$ cat src/rtl/e3ovh_pkg.sv
package e3ovh_pkg;

    typedef enum logic [2:0] {
        ST_FAS  = 3'd0,
        ST_ABIT = 3'd1,
        ST_NBIT = 3'd2,
        ST_EXT  = 3'd3,
        ST_PAY  = 3'd4
    } ovh_state_t;

    localparam int          FAS_LEN  = 10;
    localparam logic [9:0]  FAS_WORD = 10'b1111010000;
    localparam int          EXT_LEN  = 4;
    localparam logic [3:0]  EXT_WORD = 4'b1100;
    localparam int          BASE_OVH = FAS_LEN + 2;
    localparam int          FULL_OVH = BASE_OVH + EXT_LEN;

endpackage

$ cat src/rtl/e3ovh_seq.sv
module e3ovh_seq
    import e3ovh_pkg::*;
#(
    parameter int FRAME_BITS = 1536,
    parameter int PW         = $clog2(FRAME_BITS)
) (
    input  logic          clk,
    input  logic          rst,
    input  logic          pdl_en_i,
    output ovh_state_t    state_o,
    output logic [PW-1:0] pos_o
);

    localparam logic [PW-1:0] LAST_POS = PW'(FRAME_BITS - 1);
    localparam logic [PW-1:0] FAS_END  = PW'(FAS_LEN - 1);
    localparam logic [PW-1:0] EXT_END  = PW'(FULL_OVH - 1);

    ovh_state_t    state_q, state_d;
    logic [PW-1:0] pos_q;

    // bit position counter
    always_ff @(posedge clk) begin
        if (rst) begin
            pos_q <= '0;
        end else if (pos_q == LAST_POS) begin
            pos_q <= '0;
        end else begin
            pos_q <= pos_q + 1'b1;
        end
    end

    // state register
    always_ff @(posedge clk) begin
        if (rst) begin
            state_q <= ST_FAS;
        end else begin
            state_q <= state_d;
        end
    end

    // transitions
    always_comb begin
        state_d = state_q;
        unique case (state_q)
            ST_FAS:  if (pos_q == FAS_END) state_d = ST_ABIT;
            ST_ABIT: state_d = ST_NBIT;
            ST_NBIT: state_d = pdl_en_i ? ST_EXT : ST_PAY;
            ST_EXT:  if (pos_q == EXT_END) state_d = ST_PAY;
            ST_PAY:  if (pos_q == LAST_POS) state_d = ST_FAS;
            default: state_d = ST_FAS;
        endcase
    end

    assign state_o = state_q;
    assign pos_o   = pos_q;

endmodule

$ cat src/rtl/e3ovh_cbit_cap.sv
module e3ovh_cbit_cap (
    input  logic clk,
    input  logic rst,
    input  logic cbit_clk_i,
    input  logic cbit_i,
    output logic nbit_ext_o
);

    logic strobe_q;
    logic held_q;

    always_ff @(posedge clk) begin
        if (rst) begin
            strobe_q <= 1'b0;
            held_q   <= 1'b0;
        end else begin
            strobe_q <= cbit_clk_i;
            if (cbit_clk_i && !strobe_q) begin
                held_q <= cbit_i;
            end
        end
    end

    assign nbit_ext_o = held_q;

endmodule

$ cat src/rtl/e3ovh_bitsel.sv
module e3ovh_bitsel
    import e3ovh_pkg::*;
#(
    parameter int PW = 11
) (
    input  ovh_state_t    state_i,
    input  logic [PW-1:0] pos_i,
    input  logic          alarm_a_i,
    input  logic          link_n_i,
    input  logic          ext_n_sel_i,
    input  logic          nbit_ext_i,
    input  logic          ext_ovh_i,
    input  logic          ser_i,
    output logic          tx_o,
    output logic          ovh_o,
    output logic          pay_req_o
);

    logic [3:0]    fas_idx;
    logic [PW-1:0] ext_off;
    logic [1:0]    ext_idx;
    logic          gen_bit;

    assign fas_idx = 4'(FAS_LEN - 1) - pos_i[3:0];
    assign ext_off = pos_i - PW'(BASE_OVH);
    assign ext_idx = 2'(EXT_LEN - 1) - ext_off[1:0];

    // outputs
    always_comb begin
        gen_bit   = 1'b0;
        ovh_o     = 1'b1;
        pay_req_o = 1'b0;
        unique case (state_i)
            ST_FAS:  gen_bit = FAS_WORD[fas_idx];
            ST_ABIT: gen_bit = alarm_a_i;
            ST_NBIT: gen_bit = ext_n_sel_i ? nbit_ext_i : link_n_i;
            ST_EXT:  gen_bit = EXT_WORD[ext_idx];
            ST_PAY: begin
                ovh_o     = 1'b0;
                pay_req_o = 1'b1;
            end
            default: gen_bit = 1'b0;
        endcase
        tx_o = (ovh_o && !ext_ovh_i) ? gen_bit : ser_i;
    end

endmodule

$ cat src/rtl/e3_tx_ovh_inserter.sv
module e3_tx_ovh_inserter
    import e3ovh_pkg::*;
#(
    parameter int FRAME_BITS = 1536
) (
    input  logic clk,
    input  logic rst,
    input  logic alarm_a_i,
    input  logic link_n_i,
    input  logic ext_n_sel_i,
    input  logic cbit_clk_i,
    input  logic cbit_i,
    input  logic pdl_en_i,
    input  logic ext_ovh_i,
    input  logic ser_i,
    output logic tx_o,
    output logic ovh_o,
    output logic pay_req_o
);

    localparam int PW = $clog2(FRAME_BITS);

    ovh_state_t    state;
    logic [PW-1:0] pos;
    logic          nbit_ext;

    e3ovh_seq #(.FRAME_BITS(FRAME_BITS), .PW(PW)) u_seq (
        .clk      (clk),
        .rst      (rst),
        .pdl_en_i (pdl_en_i),
        .state_o  (state),
        .pos_o    (pos)
    );

    e3ovh_cbit_cap u_cap (
        .clk        (clk),
        .rst        (rst),
        .cbit_clk_i (cbit_clk_i),
        .cbit_i     (cbit_i),
        .nbit_ext_o (nbit_ext)
    );

    e3ovh_bitsel #(.PW(PW)) u_sel (
        .state_i     (state),
        .pos_i       (pos),
        .alarm_a_i   (alarm_a_i),
        .link_n_i    (link_n_i),
        .ext_n_sel_i (ext_n_sel_i),
        .nbit_ext_i  (nbit_ext),
        .ext_ovh_i   (ext_ovh_i),
        .ser_i       (ser_i),
        .tx_o        (tx_o),
        .ovh_o       (ovh_o),
        .pay_req_o   (pay_req_o)
    );

endmodule

$ cat config.mk
export PLATFORM = sky130hd
export DESIGN_NAME = e3_tx_ovh_inserter
export DESIGN_NICKNAME = d
export VERILOG_FILES = /design/src/rtl/e3ovh_pkg.sv /design/src/rtl/e3ovh_seq.sv /design/src/rtl/e3ovh_cbit_cap.sv /design/src/rtl/e3ovh_bitsel.sv /design/src/rtl/e3_tx_ovh_inserter.sv
export SDC_FILE = /design/constraint.sdc
export NUM_CORES = 1
export LEC_CHECK = 0
export BUFFER_PORTS_ARGS = -buffer_cell sky130_fd_sc_hd__buf_2
export CORE_MARGIN = 3
export CORE_UTILIZATION = 36
export DETAILED_ROUTE_END_ITERATION = 10
export GPL_ROUTABILITY_DRIVEN = 0
export PLACE_DENSITY = 0.55
export SLEW_MARGIN = 20
export SYNTH_ARGS = -nofsm -noshare
export SYNTH_HDL_FRONTEND = slang
export SYNTH_HIERARCHICAL = 1
export SYNTH_SLANG_ARGS = --single-unit
export TNS_END_PERCENT = 30
$ cat constraint.sdc
create_clock -name clk -period 1.9 [get_ports clk]
set_clock_uncertainty 0.1 [all_clocks]
set_input_delay 0.095 -clock clk [delete_from_list [all_inputs] [get_ports clk]]
set_output_delay 0.095 -clock clk [all_outputs]
set_load 0.005 [all_outputs]
==> results of run 1 <==
layout make-up:
type / instances / area (um^2)
clock buffer: 4 / 36.3
timing repair buffer: 14 / 80.1
multi-input combinational: 71 / 523
inverter: 6 / 22.5
tap: 28 / 35.0
sequential: 16 / 323
fill: 218 / 1260
worst max-delay path: cells and delay by family (launching register included):
| kind | cells | cell delay [ns] |
|---|---|---|
| flip-flops | 1 | 0.39 |
| adder cells (fa/ha/maj) | 1 | 0.28 |
| AO/OA/AOI/OAI | 3 | 0.44 |
| buffers and inverters | 2 | 0.20 |
stage by stage:
stage / setup slack [ns] / hold WS [ns] / cell area [um^2] / total power [uW]
final: 0.120 / 0.00829 / 1020 / 634
after detailed placement: 0.331 / 0.240 / 961 / 418
after global placement: 0.379 / 0.233 / 961 / 415
after CTS: 0.0168 / 0.00389 / 1020 / 648
after floorplan: 0.355 / 0.0666 / 888 / 396
after global routing: 0.0276 / 0.00872 / 1020 / 670
flip-flops by register name (all words and copies together), names as in the netlist:
signal	count
u_cap/nbit_ext_o	1
u_cap/strobe_q	1
u_seq/pos_o	11
u_seq/state_o	3
report_power, final:
part	internal (uW)	switching (uW)
registers	344	9.48
clock network	117	104
logic	33.4	26.1
total	494	140
kinds of logic (layout without fill, tap and decap cells):
group / after synthesis / in the layout
flops: 16 / 16
mux: 3 / 3
buf+inv: 8 / 24
xor+xnor: 9 / 9
compound gates: 13 / 13
fa+ha+maj: 3 / 3
simple gates: 43 / 43
layer usage:
metal  vias to the layer above  share of wire [%]
met5                         -                  0
met4                         0                1.1
met3                         2                5.2
met2                        13                 45
met1                       307                 48
li1                        369                  -
cell usage after synthesis:
master	instances
buf_6	2
nand2b_1	1
nand3_1	4
a21boi_1	1
o21ai_1	2
mux2_4	1
mux2i_1	2
nor4_1	2
nor4b_2	1
a41o_2	1
inv_1	6
o22ai_1	2
or4b_1	1
xnor2_1	2
nand3_4	1
o311ai_2	1
nand4_1	2
ha_1	3
nor2_1	14
and3_4	1
nor2b_1	5
and4bb_2	1
and3b_1	1
and4_4	2
a211oi_1	1
xor2_1	7
o21a_1	2
and4_1	1
nor3_1	1
nand2_1	4
o22a_1	1
o21ai_0	2
dfxtp_1	16
nand4bb_1	1
worst paths after layout:
path | startpoint | end | slack (ns)
worst max-delay path | u_seq/pos_o[1]$_SDFF_PP0_ | tx_o | 0.12
worst min-delay path | rst | u_seq/pos_o[8]$_SDFF_PP0_ | 0.008
worst max register to register | u_seq/pos_o[0]$_SDFF_PP0_ | u_seq/state_o[1]$_SDFFE_PP0P_ | 0.36
worst min register to register | u_cap/nbit_ext_o$_SDFFE_PP0P_ | u_cap/nbit_ext_o$_SDFFE_PP0P_ | 0.37
timing repair:
item	CTS	global route
hold buffers	2	0
setup endpoints to repair	0	1
hold endpoints to repair	2	0
gates resized for setup	0	2
==> results.md, run 1 <==
* Worst-path maximum fanout at 7
* # DRC at 0
* Final Cycle Share at 93.7%
* # clock sinks at 16
* Synth Instances at 95
* FF-to-FF path depth at 5
* Post-Syn Area per Cell at 9.35 um^2
* TritonCTS clock tree: done
* WP data arrival at 1.58 ns
* Max Transition Viols Final at 0
* Final WL at 1600 um
* Syn Std Cell Area at 888 um^2
* DIE HEIGHT at 55.7 um
* Post-Route Utilization at 44.8%
* Core area at 2280 um^2
* Headroom to the max-slew limit at 74.3%
* Worst Setup Start Kind: register
* Sequential share of the synthesized area at 36.1%
* Commonest cells after routing, fill and taps aside: dfxtp_1, nor2_1, buf_2
* CP max-delay cell: dfxtp_2
* Layout area overhead at 14.8%
* Post-synthesis mux area share at 3.94%
* Detail Placement HPWL at 1180 um
* Drt first pass iters at 4
* Worst-path clk slew at 0.09 ns
* Post-route ant nets at 0
* Clock Path Buffers at 2
* Cell Rows at 17
* # nets final at 125
* Fmax at 562 MHz
* Post-CTS Setup Bufs at 0
* Synth area leaders: dfxtp_1, xor2_1, nor2_1
* M3 GR Usage at 5.10%
* Initial antenna violation count at 0
* Vias per Instance at 4.97
* Antenna cells at 0
* Peak supply drop at 0.000423 V
* Synth area leader: dfxtp_1
* CP Capture Type: primary output
* Routed len/inst at 11.5 um
* H-tree levels at 1
* Setup TNS at 0 ns
* Starting density of the core at 39.0%
* Largest net degree at the start of global routing at 12
* Gr usage total at 11.7%
* Placed Cells at 133
* Crit path kind: register to primary output
* Worst skew pair latency at 0.29 ns
* DIE WIDTH at 55.7 um
* Worst hold-check path type: input port to register
* Vias in the first global route at 693
* Layer with the highest usage: met2
* Top Ports at 13
* Final hold vios at 0
* Post-Synth Simple-Gate Area at 30.7%
* Die area at 3100 um^2
* Post-synth top area share at 36.1%
* PortBufs at 12
* Overflow after GRT at 0
* Largest family of logic cells by synthesized area: simple AND/OR/NAND/NOR gates
* Critical Path RT at 1.70 ns
* CTS Buf Count at 3
* Cells along the critical path: inv_1 > ha_1 > o21a_1 > o21ai_0 > o311ai_2 > buf_2
* Synth Area in XOR/XNOR at 8.87%
* Met2 Use GR at 19.6%
* Final min period at 1.78 ns
* Count of different cell masters after synthesis at 34
* Via Count at 691
* RSZ-0062 raised after global routing: false
* Yosys warning total at 6
* Finished Layout Cells at 139
* Compound-Gate Fraction of Synth Area at 11.1%
* Final setup violation count at 0
* CP max stage delay at 0.39 ns
* DR iter-0 viols at 16
* Area share of fa/ha/maj cells after synthesis at 4.23%
* Post-synthesis register bit count at 16
* Leakage at 0.000404 uW
* GRT met1 Usage at 13.9%
* Status: finished, final reports clean
* Layout cells sized above 1 at 24.3%
* Power per Cell Area at 621 nW/um^2
* CTS root buf: clkbuf_4
* Hold path depth at 2
* Post-synth net total at 108
* First-pass GRT wire length at 2930 um
* Worst-margin pin slew at 0.383 ns
* Max-cap check violation count at 0
(Power assumes the default switching activity.)
==> run 2: changes to the inputs <==
CORE_ASPECT_RATIO = 1.5   (was not set)
==> run 2 against run 1 <==
Against the previous run:
- count of clock-buffer cells in the layout is the same
- fmax about the same
- sequential power about the same
- combinational power grew 2%
- largest cell class unchanged
- worst hold slack improved by 0.13 ns
- non-clock buffer count rose by 1
- critical path depth did not move
- critical path type unchanged
- sequential share of layout area is 0.12 points lower
- first-iteration DRC count decreased by 38%
- register-to-register slack lost 0.04 ns
==> results.md, run 2 (synthesis gave the netlist of run 1 again) <==
* Layer with the highest usage: met2 (unchanged)
* Met2 Use GR at 22.8% (was 19.6%)
* First-pass GRT wire length at 2990 um (was 2930 um)
* CTS Buf Count at 3 (unchanged)
* M3 GR Usage at 2.43% (was 5.10%)
* Commonest cells after routing, fill and taps aside: dfxtp_1, nor2_1, buf_2 (unchanged)
* WP depth at 6 (unchanged)
* Top Ports at 13 (unchanged)
* Antenna cells at 0 (unchanged)
* Hold path depth at 4 (was 2)
* Critical Path RT at 1.70 ns (about the same)
* GRT met1 Usage at 14.8% (was 13.9%)
* H-tree levels at 1 (unchanged)
* Worst-path maximum fanout at 7 (unchanged)
* Drt first pass iters at 4 (unchanged)
* DIE WIDTH at 46.6 um (was 55.7 um)
* Worst skew pair latency at 0.28 ns (was 0.29 ns)
* Critical path's top delay family: compound AO/OA/AOI/OAI gates (unchanged)
* Final hold vios at 0 (unchanged)
* Final setup violation count at 0 (unchanged)
* Crit path kind: register to primary output (unchanged)
* Worst-margin pin slew at 0.380 ns (was 0.383 ns)
* Overflow after GRT at 0 (unchanged)
* Post-route ant nets at 0 (unchanged)
* DIE HEIGHT at 66.8 um (was 55.7 um)
* Final min period at 1.78 ns (about the same)
* Cell Rows at 21 (was 17)
* Power per Cell Area at 621 nW/um^2 (about the same)
* Routed len/inst at 12.4 um (was 11.5 um)
* Worst-path clk slew at 0.09 ns (about the same)
* Final worst setup slack at 0.120 ns (about the same)
* Vias per Instance at 5.10 (was 4.97)
* PortBufs at 12 (unchanged)
* Detail Placement HPWL at 1210 um (was 1180 um)
* Max FFs per register at 11 (unchanged)
* Layout area overhead at 15.2% (was 14.8%)
* Die area at 3110 um^2 (was 3100 um^2)
* # DRC at 0 (unchanged)
* Final Cycle Share at 93.7% (about the same)
* Initial antenna violation count at 0 (unchanged)
* Status: finished, final reports clean (unchanged)
* Layout cells sized above 1 at 24.1% (was 24.3%)
* Core area at 2290 um^2 (was 2280 um^2)
* Leakage at 0.000408 uW (was 0.000404 uW)
* CTS root buf: clkbuf_4 (unchanged)
* # nets final at 126 (was 125)
* Worst hold-check path type: input port to register (unchanged)
* Largest net degree at the start of global routing at 12 (unchanged)
* CP max-delay cell: dfxtp_2 (unchanged)
* Max Transition Viols Final at 0 (unchanged)
* FF-to-FF path depth at 5 (unchanged)
* Reg2reg setup slack at 0.32 ns (was 0.36 ns)
* CP bufs+invs at 2 (unchanged)
* Max-cap check violation count at 0 (unchanged)
* # clock sinks at 16 (unchanged)
* Via Count at 689 (was 691)
* Setup TNS at 0 ns (unchanged)
* CP Capture Type: primary output (unchanged)
* Fmax at 562 MHz (about the same)
* Peak supply drop at 0.000363 V (was 0.000423 V)
* Worst Setup Start Kind: register (unchanged)
* RSZ-0062 raised after global routing: false (unchanged)
* CP max stage delay at 0.39 ns (about the same)
* Vias in the first global route at 722 (was 693)
* Final WL at 1680 um (was 1600 um)
* WP data arrival at 1.58 ns (about the same)
* Headroom to the max-slew limit at 74.4% (was 74.3%)
* Pre-CTS worst setup slack at 0.325 ns (was 0.331 ns)
* Clock Path Buffers at 2 (unchanged)
* Starting density of the core at 38.9% (was 39.0%)
* DR iter-0 viols at 10 (was 16)
* Gr usage total at 13.5% (was 11.7%)
* TritonCTS clock tree: done (unchanged)
* Cells along the critical path: inv_1 > ha_1 > o21a_1 > o21ai_0 > o311ai_2 > buf_2 (unchanged)
## run 2: changes by cell type in the layout (fill, tap and decap cells not counted)
cell           previous run  this run
dlygate4sd3_1             2         3
## run 2: worst paths after layout
kind	from	to
max	u_seq/pos_o[1]$_SDFF_PP0_	tx_o
min reg2reg	u_cap/nbit_ext_o$_SDFFE_PP0P_	u_cap/nbit_ext_o$_SDFFE_PP0P_
min	pdl_en_i	u_seq/state_o[0]$_SDFFE_PP0P_
max reg2reg	u_seq/pos_o[0]$_SDFF_PP0_	u_seq/state_o[1]$_SDFFE_PP0P_
## run 2: area by class of cell
class	count	area [um^2]
clock buffer	4	36.3
tap	23	28.8
sequential	16	323
timing repair buffer	15	90.1
multi-input combinational	71	523
fill	238	1260
inverter	6	22.5
## run 2: layer usage
layer	up-vias	part of all wire (%)
met3	2	4.5
met1	303	44
li1	369	-
met2	15	50
met4	0	1.3
met5	-	0
## run 2: report_power, final
group | internal, uW | leakage [uW] | switching, uW | total (uW)
combinational | 34.4 | 0.000256 | 26.1 | 60.4
sequential | 344 | 0.000131 | 9.69 | 354
clock | 117 | 0.0000210 | 105 | 221
## run 2: metrics by stage
stage	hold slack, ns	total power [uW]	std cells	util [%]	cell area (um^2)
final	0.137	635	135	44.8	1020
after global routing	0.161	679	135	44.8	1020
after CTS	0.121	652	135	44.7	1020
after detailed placement	0.240	417	128	41.8	955
after global placement	0.231	416	128	41.8	955
after floorplan	0.0666	396	95	-	888
## run 2: tightest hold or removal path: cells and delay by family
| kind | cells | cell delay [ns] |
|---|---|---|
| buffers and inverters | 2 | 0.14 |
| AOI/OAI and AO/OA | 2 | 0.24 |
## run 2: repair_timing
action                                  in CTS  in global routing
setup buffers                                0                  0
hold buffers                                 3                  0
resized for setup                            0                  2
hold endpoints to repair                     3                  0
endpoints found under the setup margin       0                  1
==> run 3: changes to the inputs <==
clock period = 2 ns   (was 1.9 ns; I/O delays follow)
==> run 3 against run 2 <==
Against the previous run:
- register-to-register slack improved by 0.07 ns
- worst hold slack got worse by 0.11 ns
- combinational power decreased by 7.5%
- count of clock-buffer cells in the layout unchanged
- non-clock buffer count decreased by 1
- critical endpoint unchanged
- die area unchanged
- sequential share of layout area increased by 0.14 points
- largest power group unchanged
- first-iteration DRC count decreased by 20%
- sequential cell count unchanged
- critical path type unchanged
- highest routed layer unchanged
- via count decreased by 1.5%
==> results.md, run 3 (synthesis gave the netlist of run 1 again) <==
* Worst skew pair latency at 0.28 ns (about the same)
* Crit path kind: register to primary output (unchanged)
* CTS Buf Count at 3 (unchanged)
* CP endpoint: tx_o (unchanged)
* Fmax at 538 MHz
* Final min period at 1.86 ns
* Drt first pass iters at 3 (was 4)
* Leakage at 0.000403 uW (was 0.000408 uW)
* TritonCTS clock tree: done (unchanged)
* Net Sw Frac at 22.2% (was 22.1%)
* Worst-path clk slew at 0.09 ns (about the same)
* H-tree levels at 1 (unchanged)
* Final Cell Area at 1010 um^2 (was 1020 um^2)
* Worst hold-check path type: input port to register (unchanged)
* Worst Setup Start Kind: register (unchanged)
* # DRC at 0 (unchanged)
* Starting density of the core at 38.9% (unchanged)
* Final total power at 602 uW (was 635 uW)
* Max FFs per register at 11 (unchanged)
* Die area at 3110 um^2 (unchanged)
* Reg2reg setup slack at 0.39 ns (was 0.32 ns)
* Final Cycle Share at 92.9%
* RR Startpoint: u_seq/pos_o[0]$_SDFF_PP0_ (unchanged)
* RSZ-0062 raised after global routing: false (unchanged)
* Power per Cell Area at 595 nW/um^2 (was 621 nW/um^2)
* Via Count at 679 (was 689)
* Max Transition Viols Final at 0 (unchanged)
* Vias in the first global route at 694 (was 722)
* Routed len/inst at 12.4 um (about the same)
* Gr usage total at 13.1% (was 13.5%)
* Overflow after GRT at 0 (unchanged)
* Dpl cell area at 955 um^2 (unchanged)
* PortBufs at 12 (unchanged)
* Status: finished, final reports clean (unchanged)
* Filler cells at 234 (was 238)
* Hold path depth at 2 (was 4)
* Antenna cells at 0 (unchanged)
* Setup crit start: u_seq/pos_o[1]$_SDFF_PP0_ (unchanged)
* Cell Rows at 21 (unchanged)
* Commonest cells after routing, fill and taps aside: dfxtp_1, nor2_1, buf_2 (unchanged)
* Critical Path RT at 1.80 ns (was 1.70 ns)
* DIE WIDTH at 46.6 um (unchanged)
* Final WL at 1660 um (was 1680 um)
* CTS root buf: clkbuf_4 (unchanged)
* Combinational share of power at 9.3% (was 9.5%)
* Max-cap check violation count at 0 (unchanged)
* Initial antenna violation count at 0 (unchanged)
* Largest net degree at the start of global routing at 12 (unchanged)
* First-pass GRT wire length at 2930 um (was 2990 um)
* DIE HEIGHT at 66.8 um (unchanged)
* Switching pwr at 134 uW (was 141 uW)
* Reg2Reg Capture Point: u_seq/state_o[1]$_SDFFE_PP0P_ (unchanged)
* Worst-margin pin slew at 0.343 ns (was 0.380 ns)
* Vias per Instance at 5.07 (was 5.10)
* FF-to-FF path depth at 5 (unchanged)
* WP data arrival at 1.66 ns (was 1.58 ns)
* Peak supply drop at 0.000285 V (was 0.000363 V)
* Layout area overhead at 13.8% (was 15.2%)
* Setup TNS at 0 ns (unchanged)
* Headroom to the max-slew limit at 76.9% (was 74.4%)
* Worst-path maximum fanout at 7 (unchanged)
* # nets final at 125 (was 126)
* Final setup violation count at 0 (unchanged)
* Top Ports at 13 (unchanged)
* Core area at 2290 um^2 (unchanged)
* Clock Path Buffers at 2 (unchanged)
* # clock sinks at 16 (unchanged)
* Clock network power share at 35.0% (was 34.8%)
* Post-CTS Setup Bufs at 0 (unchanged)
* Final hold vios at 0 (unchanged)
* Post-route ant nets at 0 (unchanged)
* DR iter-0 viols at 8 (was 10)
* Int Power at 468 uW (was 495 uW)
* Seq pwr share at 55.7% (was 55.6%)
* Detail Placement HPWL at 1220 um (was 1210 um)
* CP Capture Type: primary output (unchanged)
* Layout cells sized above 1 at 22.5% (was 24.1%)
* Commonest non-fill, non-tap cell in the layout: dfxtp_1
[run 3: cell count changes in the layout (fill, tap and decap cells not counted), sizes merged]
| cell | before | now |
|---|---|---|
| dlygate4sd3 | 3 | 2 |
[run 3: power groups by stage]
| stage | combinational (uW) | clock (uW) | sequential (uW) |
|---|---|---|---|
| floorplan | 35.4 | 0 | 340 |
| global placement | 52.9 | 0 | 342 |
| detailed placement | 53.9 | 0 | 343 |
| CTS | 57.0 | 223 | 335 |
| global route | 64.7 | 239 | 337 |
| finish | 55.9 | 211 | 335 |
[run 3: worst min path at each step]
stage / startpoint / endpoint / slack [ns]
after floorplan: rst / u_cap/strobe_q$_SDFF_PP0_ / 0.07
after global placement: cbit_clk_i / u_cap/strobe_q$_SDFF_PP0_ / 0.24
after detailed placement: cbit_clk_i / u_cap/strobe_q$_SDFF_PP0_ / 0.25
after CTS: rst / u_seq/pos_o[8]$_SDFF_PP0_ / 0.01
after global routing: rst / u_seq/pos_o[8]$_SDFF_PP0_ / 0.03
final: rst / u_seq/pos_o[8]$_SDFF_PP0_ / 0.02
[run 3: metrics by stage]
stage,util [%],setup slack [ns],hold WS (ns),instances
floorplan,-,0.455,0.0716,95
global placement,41.8,0.463,0.236,128
detailed placement,41.8,0.405,0.245,128
CTS,44.2,0.0947,0.0137,134
global route,44.2,0.0273,0.0315,134
finish,44.2,0.143,0.0221,134
[run 3: timing repair]
| item | CTS | global route |
|---|---|---|
| hold buffers | 2 | 0 |
| resized for setup | 0 | 0 |
| endpoints found under the hold margin | 2 | 0 |
[run 3: cell type report]
type | count | area, um^2 | area share (%)
clock buffers | 4 | 36.3 | 3.59
repair buffers | 14 | 80.1 | 7.92
multi-input cells | 71 | 523 | 51.7
inverters | 6 | 22.5 | 2.23
flip-flops and latches | 16 | 320 | 31.7
well taps | 23 | 28.8 | 2.85
[run 3: metal layers]
layer	vias up	global-route usage [%]	routed length, um
met5	-	0	0
met4	0	7.47	21
met3	2	3.24	64
met2	9	21.2	802
met1	302	15.1	767
li1	366	-	-
[run 3: worst max-delay path, stage by stage, from the launching register on]
cell	delay [ns]
dfxtp_1	0.44
inv_1	0.07
ha_1	0.29
o21a_1	0.10
o21ai_0	0.21
o311ai_2	0.13
buf_2	0.14
